`src/rtl/spi_paged_pkg.sv`:
```
package spi_paged_pkg;

    localparam int unsigned PKG_ADDR_W = 11;
    localparam int unsigned PKG_LOW_W  = 7;
    localparam int unsigned PKG_DATA_W = 8;
    localparam int unsigned PKG_SYNC   = 2;

    // In-page offset where the page register lives on every page.
    localparam logic [PKG_LOW_W-1:0] PAGE_SLOT = 7'h7C;

    typedef enum logic {
        PH_COMMAND,
        PH_DATA
    } phase_t;

    typedef struct packed {
        logic                 is_write;
        logic [PKG_LOW_W-1:0] low;
    } cmd_t;

    function automatic cmd_t decode_cmd(input logic [PKG_DATA_W-1:0] b);
        cmd_t c;
        c.is_write = b[PKG_DATA_W-1];
        c.low      = b[PKG_LOW_W-1:0];
        return c;
    endfunction

    function automatic logic hits_page(input logic [PKG_LOW_W-1:0] a);
        return a == PAGE_SLOT;
    endfunction

endpackage

```
`src/rtl/spi_edge_sync.sv`:
```
module spi_edge_sync
    import spi_paged_pkg::*;
#(
    parameter int unsigned STAGES = PKG_SYNC
) (
    input  logic clk,
    input  logic rst,
    input  logic sclk_in,
    input  logic cs_n_in,
    input  logic mosi_in,
    output logic sclk_rise,
    output logic sclk_fall,
    output logic cs_active,
    output logic mosi_sync
);
    // One extra stage on sclk gives the previous value for edge detection.
    logic [STAGES:0]   sclk_pipe;
    logic [STAGES-1:0] cs_pipe;
    logic [STAGES-1:0] mosi_pipe;

    always_ff @(posedge clk) begin
        if (rst) begin
            sclk_pipe <= '0;
            cs_pipe   <= '1;
            mosi_pipe <= '0;
        end else begin
            sclk_pipe <= {sclk_pipe[STAGES-1:0], sclk_in};
            cs_pipe   <= {cs_pipe[STAGES-2:0], cs_n_in};
            mosi_pipe <= {mosi_pipe[STAGES-2:0], mosi_in};
        end
    end

    always_comb begin
        cs_active = ~cs_pipe[STAGES-1];
        mosi_sync = mosi_pipe[STAGES-1];
        sclk_rise = sclk_pipe[STAGES-1] & ~sclk_pipe[STAGES] & cs_active;
        sclk_fall = ~sclk_pipe[STAGES-1] & sclk_pipe[STAGES] & cs_active;
    end

endmodule

```
`src/rtl/spi_byte_shifter.sv`:
```
module spi_byte_shifter
    import spi_paged_pkg::*;
#(
    parameter int unsigned DATA_W = PKG_DATA_W
) (
    input  logic              clk,
    input  logic              rst,
    input  logic              active,
    input  logic              rise,
    input  logic              fall,
    input  logic              mosi,
    input  logic [DATA_W-1:0] load_val,
    output logic              byte_done,
    output logic [DATA_W-1:0] rx_byte,
    output logic              miso
);
    localparam int unsigned CNT_W = $clog2(DATA_W);
    localparam logic [CNT_W-1:0] LAST_BIT = CNT_W'(DATA_W - 1);

    logic [CNT_W-1:0]  bit_cnt;
    logic [DATA_W-1:0] rx_sh;
    logic [DATA_W-1:0] tx_sh;

    always_ff @(posedge clk) begin
        if (rst || !active) begin
            bit_cnt   <= '0;
            rx_sh     <= '0;
            tx_sh     <= '0;
            byte_done <= 1'b0;
        end else begin
            byte_done <= 1'b0;
            if (rise) begin
                rx_sh <= {rx_sh[DATA_W-2:0], mosi};
                if (bit_cnt == LAST_BIT) begin
                    bit_cnt   <= '0;
                    byte_done <= 1'b1;
                end else begin
                    bit_cnt <= bit_cnt + 1'b1;
                end
            end
            if (fall) begin
                // Falling edge at a byte boundary presents the next byte's MSB.
                if (bit_cnt == '0) tx_sh <= load_val;
                else               tx_sh <= {tx_sh[DATA_W-2:0], 1'b0};
            end
        end
    end

    always_comb begin
        rx_byte = rx_sh;
        miso    = tx_sh[DATA_W-1];
    end

endmodule

```
`src/rtl/spi_paged_ctrl.sv`:
```
module spi_paged_ctrl
    import spi_paged_pkg::*;
#(
    parameter int unsigned ADDR_W = PKG_ADDR_W,
    parameter int unsigned LOW_W  = PKG_LOW_W,
    parameter int unsigned DATA_W = PKG_DATA_W
) (
    input  logic              clk,
    input  logic              rst,
    input  logic              active,
    input  logic              byte_done,
    input  logic [DATA_W-1:0] rx_byte,
    input  logic [DATA_W-1:0] reg_rdata,
    output logic [ADDR_W-1:0] reg_addr,
    output logic [DATA_W-1:0] reg_wdata,
    output logic              reg_we,
    output logic              reg_re,
    output logic [DATA_W-1:0] tx_buf
);
    localparam int unsigned PAGE_W = ADDR_W - LOW_W;

    phase_t            phase;
    logic              wr_mode;
    logic [LOW_W-1:0]  low;
    logic [PAGE_W-1:0] page;
    logic [1:0]        rd_pipe;

    cmd_t              cmd;
    logic              read_req;
    logic [LOW_W-1:0]  read_low;

    always_comb begin
        cmd      = decode_cmd(rx_byte);
        read_req = 1'b0;
        read_low = low + LOW_W'(1);
        if (active && byte_done) begin
            if (phase == PH_COMMAND) begin
                read_req = !cmd.is_write;
                read_low = cmd.low;
            end else begin
                read_req = !wr_mode;
            end
        end
    end

    always_ff @(posedge clk) begin
        if (rst) begin
            phase     <= PH_COMMAND;
            wr_mode   <= 1'b0;
            low       <= '0;
            page      <= '0;
            rd_pipe   <= '0;
            reg_addr  <= '0;
            reg_wdata <= '0;
            reg_we    <= 1'b0;
            reg_re    <= 1'b0;
            tx_buf    <= '0;
        end else begin
            reg_we  <= 1'b0;
            reg_re  <= 1'b0;
            rd_pipe <= {rd_pipe[0], 1'b0};
            // Read data arrives the cycle after the strobe; latch it then.
            if (rd_pipe[1]) tx_buf <= reg_rdata;

            if (!active) begin
                phase   <= PH_COMMAND;
                wr_mode <= 1'b0;
                tx_buf  <= '0;
                rd_pipe <= '0;
            end else if (byte_done) begin
                if (phase == PH_COMMAND) begin
                    phase   <= PH_DATA;
                    wr_mode <= cmd.is_write;
                    low     <= cmd.low;
                    tx_buf  <= '0;
                end else begin
                    low <= low + LOW_W'(1);
                    if (wr_mode) begin
                        if (hits_page(low)) begin
                            page <= rx_byte[PAGE_W-1:0];
                        end else begin
                            reg_we    <= 1'b1;
                            reg_addr  <= {page, low};
                            reg_wdata <= rx_byte;
                        end
                    end
                end
                if (read_req) begin
                    if (hits_page(read_low)) begin
                        tx_buf <= DATA_W'(page);
                    end else begin
                        reg_re   <= 1'b1;
                        reg_addr <= {page, read_low};
                        rd_pipe  <= {rd_pipe[0], 1'b1};
                    end
                end
            end
        end
    end

endmodule

```
`src/rtl/spi_paged_regif.sv`:
```
module spi_paged_regif
    import spi_paged_pkg::*;
#(
    parameter int unsigned ADDR_W = PKG_ADDR_W,
    parameter int unsigned LOW_W  = PKG_LOW_W,
    parameter int unsigned DATA_W = PKG_DATA_W,
    parameter int unsigned SYNC   = PKG_SYNC
) (
    input  logic              clk,
    input  logic              rst,
    input  logic              spi_sclk,
    input  logic              spi_cs_n,
    input  logic              spi_mosi,
    output logic              spi_miso,
    output logic [ADDR_W-1:0] reg_addr,
    output logic [DATA_W-1:0] reg_wdata,
    output logic              reg_we,
    output logic              reg_re,
    input  logic [DATA_W-1:0] reg_rdata
);
    logic              s_rise;
    logic              s_fall;
    logic              s_active;
    logic              s_mosi;
    logic              s_done;
    logic [DATA_W-1:0] s_rx;
    logic [DATA_W-1:0] s_tx_buf;

    spi_edge_sync #(.STAGES(SYNC)) u_sync (
        .clk       (clk),
        .rst       (rst),
        .sclk_in   (spi_sclk),
        .cs_n_in   (spi_cs_n),
        .mosi_in   (spi_mosi),
        .sclk_rise (s_rise),
        .sclk_fall (s_fall),
        .cs_active (s_active),
        .mosi_sync (s_mosi)
    );

    spi_byte_shifter #(.DATA_W(DATA_W)) u_shift (
        .clk       (clk),
        .rst       (rst),
        .active    (s_active),
        .rise      (s_rise),
        .fall      (s_fall),
        .mosi      (s_mosi),
        .load_val  (s_tx_buf),
        .byte_done (s_done),
        .rx_byte   (s_rx),
        .miso      (spi_miso)
    );

    spi_paged_ctrl #(
        .ADDR_W (ADDR_W),
        .LOW_W  (LOW_W),
        .DATA_W (DATA_W)
    ) u_ctrl (
        .clk       (clk),
        .rst       (rst),
        .active    (s_active),
        .byte_done (s_done),
        .rx_byte   (s_rx),
        .reg_rdata (reg_rdata),
        .reg_addr  (reg_addr),
        .reg_wdata (reg_wdata),
        .reg_we    (reg_we),
        .reg_re    (reg_re),
        .tx_buf    (s_tx_buf)
    );

endmodule

```
`config.mk`:
```
export PLATFORM = sky130hd
export DESIGN_NAME = spi_paged_regif
export DESIGN_NICKNAME = d
export VERILOG_FILES = /design/src/rtl/spi_paged_pkg.sv /design/src/rtl/spi_edge_sync.sv /design/src/rtl/spi_byte_shifter.sv /design/src/rtl/spi_paged_ctrl.sv /design/src/rtl/spi_paged_regif.sv
export SDC_FILE = /design/constraint.sdc
export NUM_CORES = 1
export LEC_CHECK = 0
export CAP_MARGIN = 20
export CORE_MARGIN = 5
export CORE_UTILIZATION = 45
export DETAILED_ROUTE_END_ITERATION = 10
export DONT_BUFFER_PORTS = 1
export HOLD_SLACK_MARGIN = 0.1
export PLACE_DENSITY_LB_ADDON = 0.25
export SYNTH_ARGS = -nofsm -noshare
export SYNTH_HDL_FRONTEND = slang
export SYNTH_SLANG_ARGS = --single-unit
export TNS_END_PERCENT = 20
```
`constraint.sdc`:
```
create_clock -name clk -period 3.95 [get_ports clk]
set_input_delay 0.395 -clock clk [delete_from_list [all_inputs] [get_ports clk]]
set_output_delay 0.395 -clock clk [all_outputs]
set_load 0.03 [all_outputs]
```
==> impl_results.rst, run 1 <==
.. list-table::
   :header-rows: 1

   * - Metric
     - Value
   * - Result of the run
     - complete, no violations
   * - Pint
     - 1.00 mW
   * - Total grt overflow
     - 0
   * - Max VDD drop
     - 0.000144 V
   * - Sw Pwr
     - 0.270 mW
   * - Maximum count of clock buffers along a single path
     - 2
   * - Library cell occupying the most area in the post-synthesis netlist
     - sky130_fd_sc_hd__dfxtp_1
   * - Syn Inst Count
     - 346
   * - Area of the core
     - 0.00714 mm^2
   * - CP Data Required Time
     - 4.22 ns
   * - Maximum number of pins on one net before global-route repair
     - 46
   * - Transition time at the pin with the least slew margin
     - 0.895 ns
   * - Routability congestion estimate
     - 0.867
   * - Fraction of registers with async set or reset after synthesis
     - 0%
   * - Clock-pin slew on the worst setup and hold paths
     - 0.07 ns
   * - Overall power
     - 1.27 mW
   * - ANT nets after route
     - 0
   * - 1st-pass router iterations
     - 4
   * - Via count of the first global-routing pass
     - 2,299
   * - RSZ-0062 raised after global routing
     - false
   * - Via count
     - ~2.4k
   * - Total of hold buffers inserted after clock tree synthesis
     - 0
   * - Post_cts resized
     - 0
   * - # fillers
     - 710
   * - Startpoint class of the critical path
     - register
   * - HPWL after detailed placement
     - 4880 um
   * - Clock latency of the later-clocked register in the worst-skew pair
     - 0.34 ns
   * - Clock Skew
     - 0.00607 ns
   * - Fraction of power spent switching nets
     - 21.2%
   * - Type of the worst setup path
     - reg2reg
   * - Critical path data arrival time
     - approximately 2.6 ns
   * - Height of the chip
     - ~95 um
   * - Final min period
     - around 2.4 ns
   * - FMAX
     - 422 MHz
   * - Synth area leaders
     - sky130_fd_sc_hd__dfxtp_1 (43%), sky130_fd_sc_hd__mux2i_1 (11%), sky130_fd_sc_hd__nor2_1 (6.5%)
   * - Setup Fix Bufs, Post-CTS
     - 0
   * - # Max-Cap Violations
     - 0
   * - Endpoint kind of the worst setup timing path
     - register
   * - Tightest Hold Check Type
     - in2reg
   * - Number of cells on the worst hold path
     - 1
   * - Crit Reg-Reg Endpoint
     - u_ctrl.reg_addr[0]
   * - Power share of the clock group
     - 43.2%
   * - Area of the die
     - about 0.009 mm^2
   * - TritonCTS clock tree
     - yes
   * - Register-to-register setup slack
     - 1.58 ns
   * - Number of buffers added by the clock tree synthesis step
     - 9
   * - Overall Global Routing Usage
     - between 10% and 20%
   * - Number of distinct library cell variants in the gate-level netlist after synthesis
     - 52
   * - Antenna violations before repair
     - 0
   * - Final Hold Violating Endpoints
     - 0
   * - Synth Flop Type
     - sky130_fd_sc_hd__dfxtp_1
   * - Startpoint of the most critical register-to-register path
     - u_ctrl.low[0]
   * - Gate power share
     - ~1.1%
   * - Starting utilization of the core area
     - 45.7%
   * - Seq/Total Area, Yosys
     - between 40% and 50%
   * - Top cells by instance count after synthesis
     - sky130_fd_sc_hd__dfxtp_1 (70), sky130_fd_sc_hd__nor2_1 (56), sky130_fd_sc_hd__mux2i_1 (36)
   * - Cell with the most instances after synthesis
     - sky130_fd_sc_hd__dfxtp_1
   * - Total I/O pin count
     - 35
   * - Per-cell routed wire length
     - about 16 um
   * - Number of cells on the worst reg-to-reg path
     - 8
   * - Total of flip-flops plus latches after synthesis
     - 70
   * - Max Slew Vio Count
     - 0
   * - Diode insertion count for antenna repair
     - 0
   * - Final layout net count
     - 352
   * - Ratio of cells with drive above 1 in the final layout
     - approximately 14%
   * - Global-route wire length before repair
     - 11,500 um
   * - Normalized max-slew margin
     - between 40% and 50%
   * - Area fraction of the dominant cell type after synthesis
     - 43.0%
   * - Number of H-tree levels
     - 3
   * - Number of buffers added on ports
     - 0
   * - P per Cell Area
     - 368 mW/mm^2
   * - Total negative setup slack
     - 0 ns
   * - Synthesis-to-finish area growth
     - 6.22%
   * - Hold Crit Start
     - rst
   * - Synth warnings
     - 0
   * - Count of flip-flops with a built-in enable after synthesis
     - 0
   * - DRC
     - 0
   * - Mean instance size in the synthesized netlist
     - 9.42 um^2
   * - X dimension of the die
     - 95.1 um
   * - Share of the clock period used by the worst path after layout
     - 60.0%
   * - Overall routed net length
     - 6990 um
   * - Largest fanout on the critical path
     - 8
   * - Area of the mapped netlist
     - between 0.003 and 0.004 mm^2
   * - Standard-cell row count
     - 31
   * - Hold EP
     - u_ctrl.page[3]
   * - Number of DRC violations after detailed-routing iteration 0
     - 217
   * - TritonCTS sink count
     - 70
   * - Drt via density
     - 5.44
   * - Reported leakage power
     - roughly 1.3 nW
   * - Number of nets produced by synthesis
     - 364
   * - Seq pwr share
     - 55.8%
   * - CTS root buf
     - sky130_fd_sc_hd__clkbuf_8
   * - # setup viols final
     - 0
-- cell type report --
cell class                      instances  area [um^2]  area share [%]
Clock buffer                           12          135            3.90
Tap cell                               99          124            3.58
Clock inverter                          4         47.5            1.37
Sequential cell                        70         1400            40.5
Timing Repair Buffer                    1         7.51           0.217
Inverter                                8         30.0           0.868
Multi-Input combinational cell        244         1720            49.6
-- state kept, by name, indices dropped and copies added (netlist names) --
register / cells
u_sync.sclk_pipe: 3
u_sync.cs_pipe: 2
u_ctrl.rd_pipe: 2
u_ctrl.page: 4
u_sync.mosi_pipe: 2
u_shift.bit_cnt: 3
u_ctrl.phase: 1
u_shift.rx_byte: 8
u_ctrl.low: 7
u_ctrl.reg_wdata: 8
u_ctrl.reg_we: 1
u_ctrl.reg_addr: 11
u_ctrl.tx_buf: 8
u_shift.tx_sh: 8
u_shift.byte_done: 1
u_ctrl.wr_mode: 1
-- worst max-delay path by stage --
stage                   from            endpoint  slack [ns]  cells after the start
6_report       u_ctrl.low[0]  u_ctrl.reg_addr[0]        1.58                      8
5_1_grt        u_ctrl.low[0]  u_ctrl.reg_addr[0]        1.46                      8
4_1_cts         u_ctrl.phase  u_ctrl.reg_addr[0]        1.60                      6
3_5_place_dp    u_ctrl.phase  u_ctrl.reg_addr[0]        1.62                      6
3_3_place_gp    u_ctrl.phase  u_ctrl.reg_addr[0]        1.68                      6
2_1_floorplan  u_ctrl.low[0]  u_ctrl.reg_addr[0]        1.78                      7
-- worst max-delay path, stage by stage (launching register included) --
cell and delay (ns):
sky130_fd_sc_hd__dfxtp_1 0.44, sky130_fd_sc_hd__inv_2 0.08, sky130_fd_sc_hd__ha_1 0.32, sky130_fd_sc_hd__mux2i_1 0.33, sky130_fd_sc_hd__nand2_4 0.11, sky130_fd_sc_hd__a211oi_4 0.28
sky130_fd_sc_hd__a21oi_4 0.15, sky130_fd_sc_hd__or3_1 0.41, sky130_fd_sc_hd__a211oi_2 0.17
-- logic make-up (layout without fill, tap and decap cells) --
group	after synthesis	count (layout)	synth area share, %
xor gates and xnor gates	5	5	1.57
and+or+nand+nor	129	129	19.9
DFF	70	70	43.0
muxes	39	39	12.4
AOI/OAI and AO/OA	66	66	16.8
buffers and inverters	32	25	4.34
adders and majority gates	5	5	1.92
-- per-stage QoR --
step	utilization [%]	hold WS, ns	instance area [um^2]	instances	worst slack (ns)
after global placement	45.9	0.397	3280	422	1.68
after CTS	48.5	0.102	3460	438	1.60
after floorplan	-	0.389	3260	346	1.78
final	48.5	0.121	3460	438	1.58
after global routing	48.5	0.102	3460	438	1.46
after detailed placement	45.9	0.398	3280	422	1.62
-- routing by layer --
layer  track usage (%)  vias up  routed length (um)
met5                 0        -                   0
met4              6.85        0                 176
met3              5.13       15                 557
met2              24.0       79                3030
met1              22.6     1087                3230
li1                  -     1202                   -
-- cells in the final DEF (no fill, tap or decap), drive strengths merged, types with 8 or more instances in the layout --
cell type  count
o221a         10
dfxtp         70
mux2i         37
nor2          57
nand2b        13
clkbuf        12
inv            8
nor3          12
o21ai         11
a21oi         13
nor2b          9
a211oi        12
nand2         13
-- power by group through the flow --
stage	Combinational [mW]	Clock [mW]	Sequential (mW)
2_1_floorplan	0.0176	0	0.726
3_3_place_gp	0.0139	0	0.727
3_5_place_dp	0.0138	0	0.727
4_1_cts	0.0138	0.566	0.711
5_1_grt	0.0155	0.593	0.711
6_report	0.0137	0.550	0.711
Power figures use the tool's default switching activity.
==> run 2: changes to the inputs <==
- clock period: 3.95 -> 2.5 ns (I/O delays scaled with it)
==> impl_results.rst, run 2 (synthesized netlist as in run 1, its figures left out) <==
.. list-table::
   :header-rows: 1

   * - Metric
     - Value
   * - Drt via density
     - 5.37 (-1.3%)
   * - Total negative setup slack
     - 0 ns (unchanged)
   * - TritonCTS sink count
     - 70 (unchanged)
   * - HPWL after detailed placement
     - 5060 um (+3.7%)
   * - Total grt overflow
     - 0 (unchanged)
   * - Transition time at the pin with the least slew margin
     - 0.816 ns (-0.0791 ns)
   * - 1st-pass router iterations
     - 4 (unchanged)
   * - Overall routed net length
     - 7300 um (+4.4%)
   * - Standard-cell row count
     - 31 (unchanged)
   * - P per Cell Area
     - 613 mW/mm^2 (+67%)
   * - Number of DRC violations after detailed-routing iteration 0
     - 188 (-13%)
   * - Highest-count cells in the layout ignoring fill and taps
     - sky130_fd_sc_hd__dfxtp_1 (70), sky130_fd_sc_hd__nor2_1 (56), sky130_fd_sc_hd__mux2i_1 (36)
   * - Antenna violations before repair
     - 0 (unchanged)
   * - Overall Global Routing Usage
     - 17.4% (+0.87 points)
   * - Number of buffers added on ports
     - 0 (unchanged)
   * - # setup viols final
     - 0 (unchanged)
   * - Startpoint class of the critical path
     - register
   * - X dimension of the die
     - 95.1 um (unchanged)
   * - Diode insertion count for antenna repair
     - 0 (unchanged)
   * - Critical path data arrival time
     - 2.53 ns (-0.11 ns)
   * - Number of buffers added by the clock tree synthesis step
     - 9 (unchanged)
   * - Seq pwr share
     - 50.1% (-5.7 points)
   * - # Max-Cap Violations
     - 0 (unchanged)
   * - FMAX
     - 443 MHz (+5.1%)
   * - Sw Pwr
     - 0.448 mW (+66%)
   * - Global-route wire length before repair
     - 11,900 um (+3.7%)
   * - RSZ-0062 raised after global routing
     - false
   * - Routability congestion estimate
     - 0.873 (+0.66%)
   * - Clock-pin slew on the worst setup and hold paths
     - 0.08 ns (about the same)
   * - Ratio of cells with drive above 1 in the final layout
     - 17.5% (+3.4 points)
   * - Via count
     - 2,432 (+2.1%)
   * - Via count of the first global-routing pass
     - 2,357 (+2.5%)
   * - Gate power share
     - 1.8% (+0.7 points)
   * - Final Hold Violating Endpoints
     - 0 (unchanged)
   * - Max VDD drop
     - 0.000290 V (+100%)
   * - Starting utilization of the core area
     - 45.7% (unchanged)
   * - Maximum count of clock buffers along a single path
     - 2 (unchanged)
   * - ANT nets after route
     - 0 (unchanged)
   * - CP Data Required Time
     - 2.77 ns (-1.45 ns)
   * - Area of the die
     - 0.00904 mm^2 (unchanged)
   * - Area of the core
     - 0.00714 mm^2 (unchanged)
   * - Normalized max-slew margin
     - 45.5% (+5.4 points)
   * - Total I/O pin count
     - 35 (unchanged)
   * - Per-cell routed wire length
     - 16.1 um (+0.97%)
   * - Result of the run
     - complete, no violations
   * - Clock latency of the later-clocked register in the worst-skew pair
     - 0.34 ns (about the same)
   * - Setup Fix Bufs, Post-CTS
     - 0 (unchanged)
   * - Synthesis-to-finish area growth
     - 12.2%
   * - Reported leakage power
     - 1.40 nW (+8.3%)
   * - Tightest Hold Check Type
     - in2reg
   * - Final layout net count
     - 368 (+4.5%)
   * - Pint
     - 1.79 mW (+79%)
   * - Top reg by flops
     - u_ctrl.reg_addr
   * - Share of the clock period used by the worst path after layout
     - 90.2% (+30 points)
   * - Height of the chip
     - 95.1 um (unchanged)
   * - Crit path setup slack, layout
     - 0.245 ns (-1.33 ns)
   * - Number of H-tree levels
     - 3 (unchanged)
   * - Endpoint kind of the worst setup timing path
     - register
   * - Fraction of power spent switching nets
     - 20.0% (-1.2 points)
   * - Type of the worst setup path
     - reg2reg
   * - DRC
     - 0 (unchanged)
   * - Final min period
     - 2.26 ns (-0.115 ns)
   * - Number of flip-flops under the largest register name
     - 11 (unchanged)
   * - Max Slew Vio Count
     - 0 (unchanged)
   * - Post_cts resized
     - 0 (unchanged)
   * - Power share of the clock group
     - 48.1% (+4.9 points)
   * - Largest fanout on the critical path
     - 8 (unchanged)
   * - CTS root buf
     - sky130_fd_sc_hd__clkbuf_8
   * - TritonCTS clock tree
     - yes
   * - Clock Skew
     - 0.00973 ns (+0.00366 ns)
   * - Maximum number of pins on one net before global-route repair
     - 40 (-13%)
   * - Most common cell after layout, fill and taps aside
     - sky130_fd_sc_hd__dfxtp_1
   * - Worst Setup Slack post-DPL
     - 0.267 ns (-1.35 ns)
[run 2: changes by cell type in the layout (fill, tap and decap cells not counted), sizes merged]
cell and change:
buf +12, dlygate4sd3 +4, clkbuf -3, bufinv +2
[run 2: power by group through the flow]
stage,combinational [mW],sequential (mW),clock (mW)
6_report,0.0413,1.12,1.08
3_3_place_gp,0.0238,1.15,0
5_1_grt,0.0456,1.12,1.15
2_1_floorplan,0.0278,1.15,0
3_5_place_dp,0.0239,1.15,0
4_1_cts,0.0418,1.12,1.10
[run 2: critical path, stage by stage (launching register included)]
cell	delay, ns
sky130_fd_sc_hd__dfxtp_1	0.35
sky130_fd_sc_hd__buf_4	0.14
sky130_fd_sc_hd__ha_1	0.23
sky130_fd_sc_hd__nand3_1	0.11
sky130_fd_sc_hd__xor2_1	0.19
sky130_fd_sc_hd__a21oi_1	0.32
sky130_fd_sc_hd__a311oi_4	0.25
sky130_fd_sc_hd__or3_1	0.41
sky130_fd_sc_hd__a211oi_2	0.18
[run 2: per-layer routing]
| metal | track usage [%] | share of wire (%) |
|---|---|---|
| met2 | 26.6 | 45 |
| met5 | 0 | 0 |
| met1 | 23.3 | 49 |
| met4 | 7.93 | 1.6 |
| met3 | 3.87 | 4.8 |
[run 2: cell type report]
class | count | area (um^2)
Fill cell | 710 | 3480
Clock inverter | 6 | 111
Clock buffer | 9 | 124
Tap cell | 99 | 124
Timing Repair Buffer | 17 | 150
Sequential cell | 70 | 1400
Inverter | 8 | 30.0
Multi-Input combinational cell | 244 | 1720
[run 2: metrics by stage]
step	util [%]	hold slack [ns]	cells	power, mW	instance area (um^2)
4_1_cts	51.2	0.106	453	2.27	3660
5_1_grt	51.2	0.117	453	2.31	3660
3_3_place_gp	47.1	0.328	433	1.17	3360
6_report	51.2	0.112	453	2.24	3660
2_1_floorplan	-	0.354	346	1.18	3260
3_5_place_dp	47.1	0.330	433	1.17	3360
[run 2: worst paths after layout]
| kind | from | to | slack [ns] | cells after the start |
|---|---|---|---|---|
| setup / recovery | u_ctrl.low[0] | u_ctrl.reg_addr[0] | 0.24 | 8 |
| hold reg to reg | u_sync.cs_pipe[0] | u_sync.cs_pipe[1] | 0.40 | 1 |
| setup reg to reg | u_ctrl.low[0] | u_ctrl.reg_addr[0] | 0.24 | 8 |
| hold / removal | reg_rdata[7] | u_ctrl.tx_buf[7] | 0.11 | 2 |
[run 2: repair_timing]
item	in CTS	in global routing
hold endpoints to repair	36	0
hold buffers	5	0
setup endpoints to repair	0	0
==> run 3: changes to the inputs <==
- CTS_BUF_LIST: default -> sky130_fd_sc_hd__clkbuf_4
==> impl_results.rst, run 3 (synthesized netlist as in run 1, its figures left out) <==
.. list-table::
   :header-rows: 1

   * - Metric
     - Value
   * - Result of the run
     - complete, no violations
   * - Crit Reg-Reg Endpoint
     - u_ctrl.reg_addr[0]
   * - Post_cts resized
     - 0 (unchanged)
   * - Max VDD drop
     - 0.000282 V (-2.9%)
   * - Starting utilization of the core area
     - 45.7% (unchanged)
   * - Hold Crit Start
     - rst
   * - Maximum count of clock buffers along a single path
     - 2 (unchanged)
   * - Number of cells on the worst reg-to-reg path
     - 8 (unchanged)
   * - Max Slew Vio Count
     - 0 (unchanged)
   * - Diode insertion count for antenna repair
     - 0 (unchanged)
   * - Overall Global Routing Usage
     - 17.5% (+0.12 points)
   * - Hold EP
     - u_ctrl.reg_addr[5]
   * - Total I/O pin count
     - 35 (unchanged)
   * - Crit path setup slack, layout
     - 0.223 ns (-0.0221 ns)
   * - Setup Fix Bufs, Post-CTS
     - 0 (unchanged)
   * - Largest fanout on the critical path
     - 8 (unchanged)
   * - Drt via density
     - 5.41 (+0.77%)
   * - Transition time at the pin with the least slew margin
     - 0.819 ns (+0.00292 ns)
   * - Total grt overflow
     - 0 (unchanged)
   * - DRC
     - 0 (unchanged)
   * - Standard-cell row count
     - 31 (unchanged)
   * - Via count of the first global-routing pass
     - 2,375 (+0.76%)
   * - Per-cell routed wire length
     - 16.0 um (-0.66%)
   * - Clock Skew
     - 0.0171 ns (+0.00735 ns)
   * - CTS root buf
     - sky130_fd_sc_hd__clkbuf_4
   * - # fillers
     - 721 (+1.5%)
   * - Via count
     - 2,467 (+1.4%)
   * - Pint
     - 1.64 mW (-8.5%)
   * - 1st-pass router iterations
     - 4 (unchanged)
   * - Top reg by flops
     - u_ctrl.reg_addr
   * - Highest-count cells in the layout ignoring fill and taps
     - sky130_fd_sc_hd__dfxtp_1 (70), sky130_fd_sc_hd__nor2_1 (56), sky130_fd_sc_hd__mux2i_1 (36)
   * - Normalized max-slew margin
     - 45.3% (-0.20 points)
   * - Reported leakage power
     - 1.39 nW (-0.77%)
   * - # setup viols final
     - 0 (unchanged)
   * - Global-route wire length before repair
     - 12,000 um (+0.87%)
   * - RSZ-0062 raised after global routing
     - false
   * - Number of DRC violations after detailed-routing iteration 0
     - 191 (+1.6%)
   * - CP Data Required Time
     - 2.84 ns (+0.07 ns)
   * - Height of the chip
     - 95.1 um (unchanged)
   * - Clock-pin slew on the worst setup and hold paths
     - 0.11 ns (+0.03 ns)
   * - Routability congestion estimate
     - 0.873 (unchanged)
   * - Ratio of cells with drive above 1 in the final layout
     - 17.4% (-0.15 points)
   * - Gate power share
     - 2.3% (+0.5 points)
   * - Number of flip-flops under the largest register name
     - 11 (unchanged)
   * - Final layout net count
     - 371 (+0.82%)
   * - Maximum number of pins on one net before global-route repair
     - 45 (+13%)
   * - Number of buffers added on ports
     - 0 (unchanged)
   * - Register-to-register setup slack
     - 0.22 ns (-0.02 ns)
   * - Clock latency of the later-clocked register in the worst-skew pair
     - 0.41 ns (+0.07 ns)
   * - Fraction of power spent switching nets
     - 20.6% (+0.62 points)
   * - Startpoint of the most critical register-to-register path
     - u_ctrl.low[1]
   * - Synthesis-to-finish area growth
     - 11.4%
   * - Area of the core
     - 0.00714 mm^2 (unchanged)
   * - P per Cell Area
     - 570 mW/mm^2 (-7.1%)
   * - Power share of the clock group
     - 43.5% (-4.6 points)
   * - Antenna violations before repair
     - 0 (unchanged)
   * - # Max-Cap Violations
     - 0 (unchanged)
   * - Sw Pwr
     - 0.426 mW (-4.9%)
   * - Startpoint class of the critical path
     - register
   * - Area post-placement
     - 0.00336 mm^2 (unchanged)
   * - Number of cells on the worst hold path
     - 2 (unchanged)
   * - Total negative setup slack
     - 0 ns (unchanged)
   * - TritonCTS sink count
     - 70 (unchanged)
   * - Type of the worst setup path
     - reg2reg
   * - FMAX
     - 439 MHz (-0.97%)
   * - Critical path data arrival time
     - 2.62 ns (+0.09 ns)
   * - Most common cell after layout, fill and taps aside
     - sky130_fd_sc_hd__dfxtp_1
   * - TritonCTS clock tree
     - yes
   * - X dimension of the die
     - 95.1 um (unchanged)
   * - Share of the clock period used by the worst path after layout
     - 91.1% (+0.88 points)
   * - Number of H-tree levels
     - 3 (unchanged)
   * - ANT nets after route
     - 0 (unchanged)
   * - Worst Setup Slack post-DPL
     - 0.267 ns (unchanged)
   * - Overall routed net length
     - 7300 um (unchanged)
   * - Endpoint kind of the worst setup timing path
     - register
   * - Final Hold Violating Endpoints
     - 0 (unchanged)
   * - Final min period
     - 2.28 ns (+0.0221 ns)
   * - HPWL after detailed placement
     - 5060 um (unchanged)
   * - Seq pwr share
     - 54.3% (+4.2 points)
   * - Final standard cell area without fillers
     - 0.00363 mm^2 (-0.72%)
   * - Tightest Hold Check Type
     - in2reg
   * - Area of the die
     - 0.00904 mm^2 (unchanged)
   * - Number of buffers added by the clock tree synthesis step
     - 9 (unchanged)
-- run 3: changes by cell type in the layout (fill, tap and decap cells not counted), sizes merged --
cell | previous run | this run
dlygate4sd3 | 4 | 7
-- run 3: stage by stage --
step	hold WS (ns)	util [%]	power, mW	std cells
after floorplan	0.354	-	1.18	346
after global placement	0.328	47.1	1.17	433
after detailed placement	0.330	47.1	1.17	433
after CTS	0.109	50.9	2.09	456
after global routing	0.107	50.9	2.14	456
final	0.130	50.9	2.07	456
-- run 3: worst max path at each step --
stage                  start            endpoint  slack (ns)  depth (start not counted)
4_1_cts        u_ctrl.low[0]  u_ctrl.reg_addr[0]        0.24                          8
5_1_grt        u_ctrl.low[0]  u_ctrl.reg_addr[0]        0.08                          8
6_report       u_ctrl.low[1]  u_ctrl.reg_addr[0]        0.22                          8
3_5_place_dp   u_ctrl.low[1]  u_ctrl.reg_addr[0]        0.27                          7
2_1_floorplan  u_ctrl.low[0]  u_ctrl.reg_addr[0]        0.33                          7
3_3_place_gp   u_ctrl.low[0]  u_ctrl.reg_addr[0]        0.29                          8
-- run 3: worst max-delay path, cell delays in order, from the launching register on --
cell                       delay (ns)
sky130_fd_sc_hd__dfxtp_1         0.42
sky130_fd_sc_hd__inv_2           0.06
sky130_fd_sc_hd__ha_1            0.29
sky130_fd_sc_hd__mux2i_1         0.33
sky130_fd_sc_hd__nand2_4         0.10
sky130_fd_sc_hd__a211oi_4        0.28
sky130_fd_sc_hd__a21oi_4         0.15
sky130_fd_sc_hd__or3_1           0.41
sky130_fd_sc_hd__a211oi_2        0.18
-- run 3: routing by layer --
layer / part of all wire [%] / up-vias / track usage [%]
met5: 0 / - / 0
met4: 2.2 / 0 / 7.93
met3: 5.2 / 16 / 3.95
met2: 46 / 55 / 26.8
met1: 47 / 1153 / 23.5
li1: - / 1243 / -
-- run 3: repair_timing --
action / CTS / global route
hold endpoints to repair: 45 / 0
hold buffers: 8 / 0
setup endpoints to repair: 0 / 0
-- run 3: cell type report --
| type | count | area [um^2] | area share (%) |
|---|---|---|---|
| clock buffer | 9 | 67.6 | 1.86 |
| clock inverter | 6 | 111 | 3.07 |
| inverter | 8 | 30.0 | 0.827 |
| multi-input combinational | 244 | 1720 | 47.3 |
| sequential | 70 | 1400 | 38.6 |
| tap | 99 | 124 | 3.41 |
| timing repair buffer | 20 | 180 | 4.96 |
-- run 3: power by group through the flow --
stage	sequential (mW)	combinational, mW	clock [mW]
finish	1.12	0.0466	0.899
global route	1.12	0.0511	0.969
CTS	1.12	0.0465	0.923
detailed placement	1.15	0.0239	0
global placement	1.15	0.0238	0
floorplan	1.15	0.0278	0
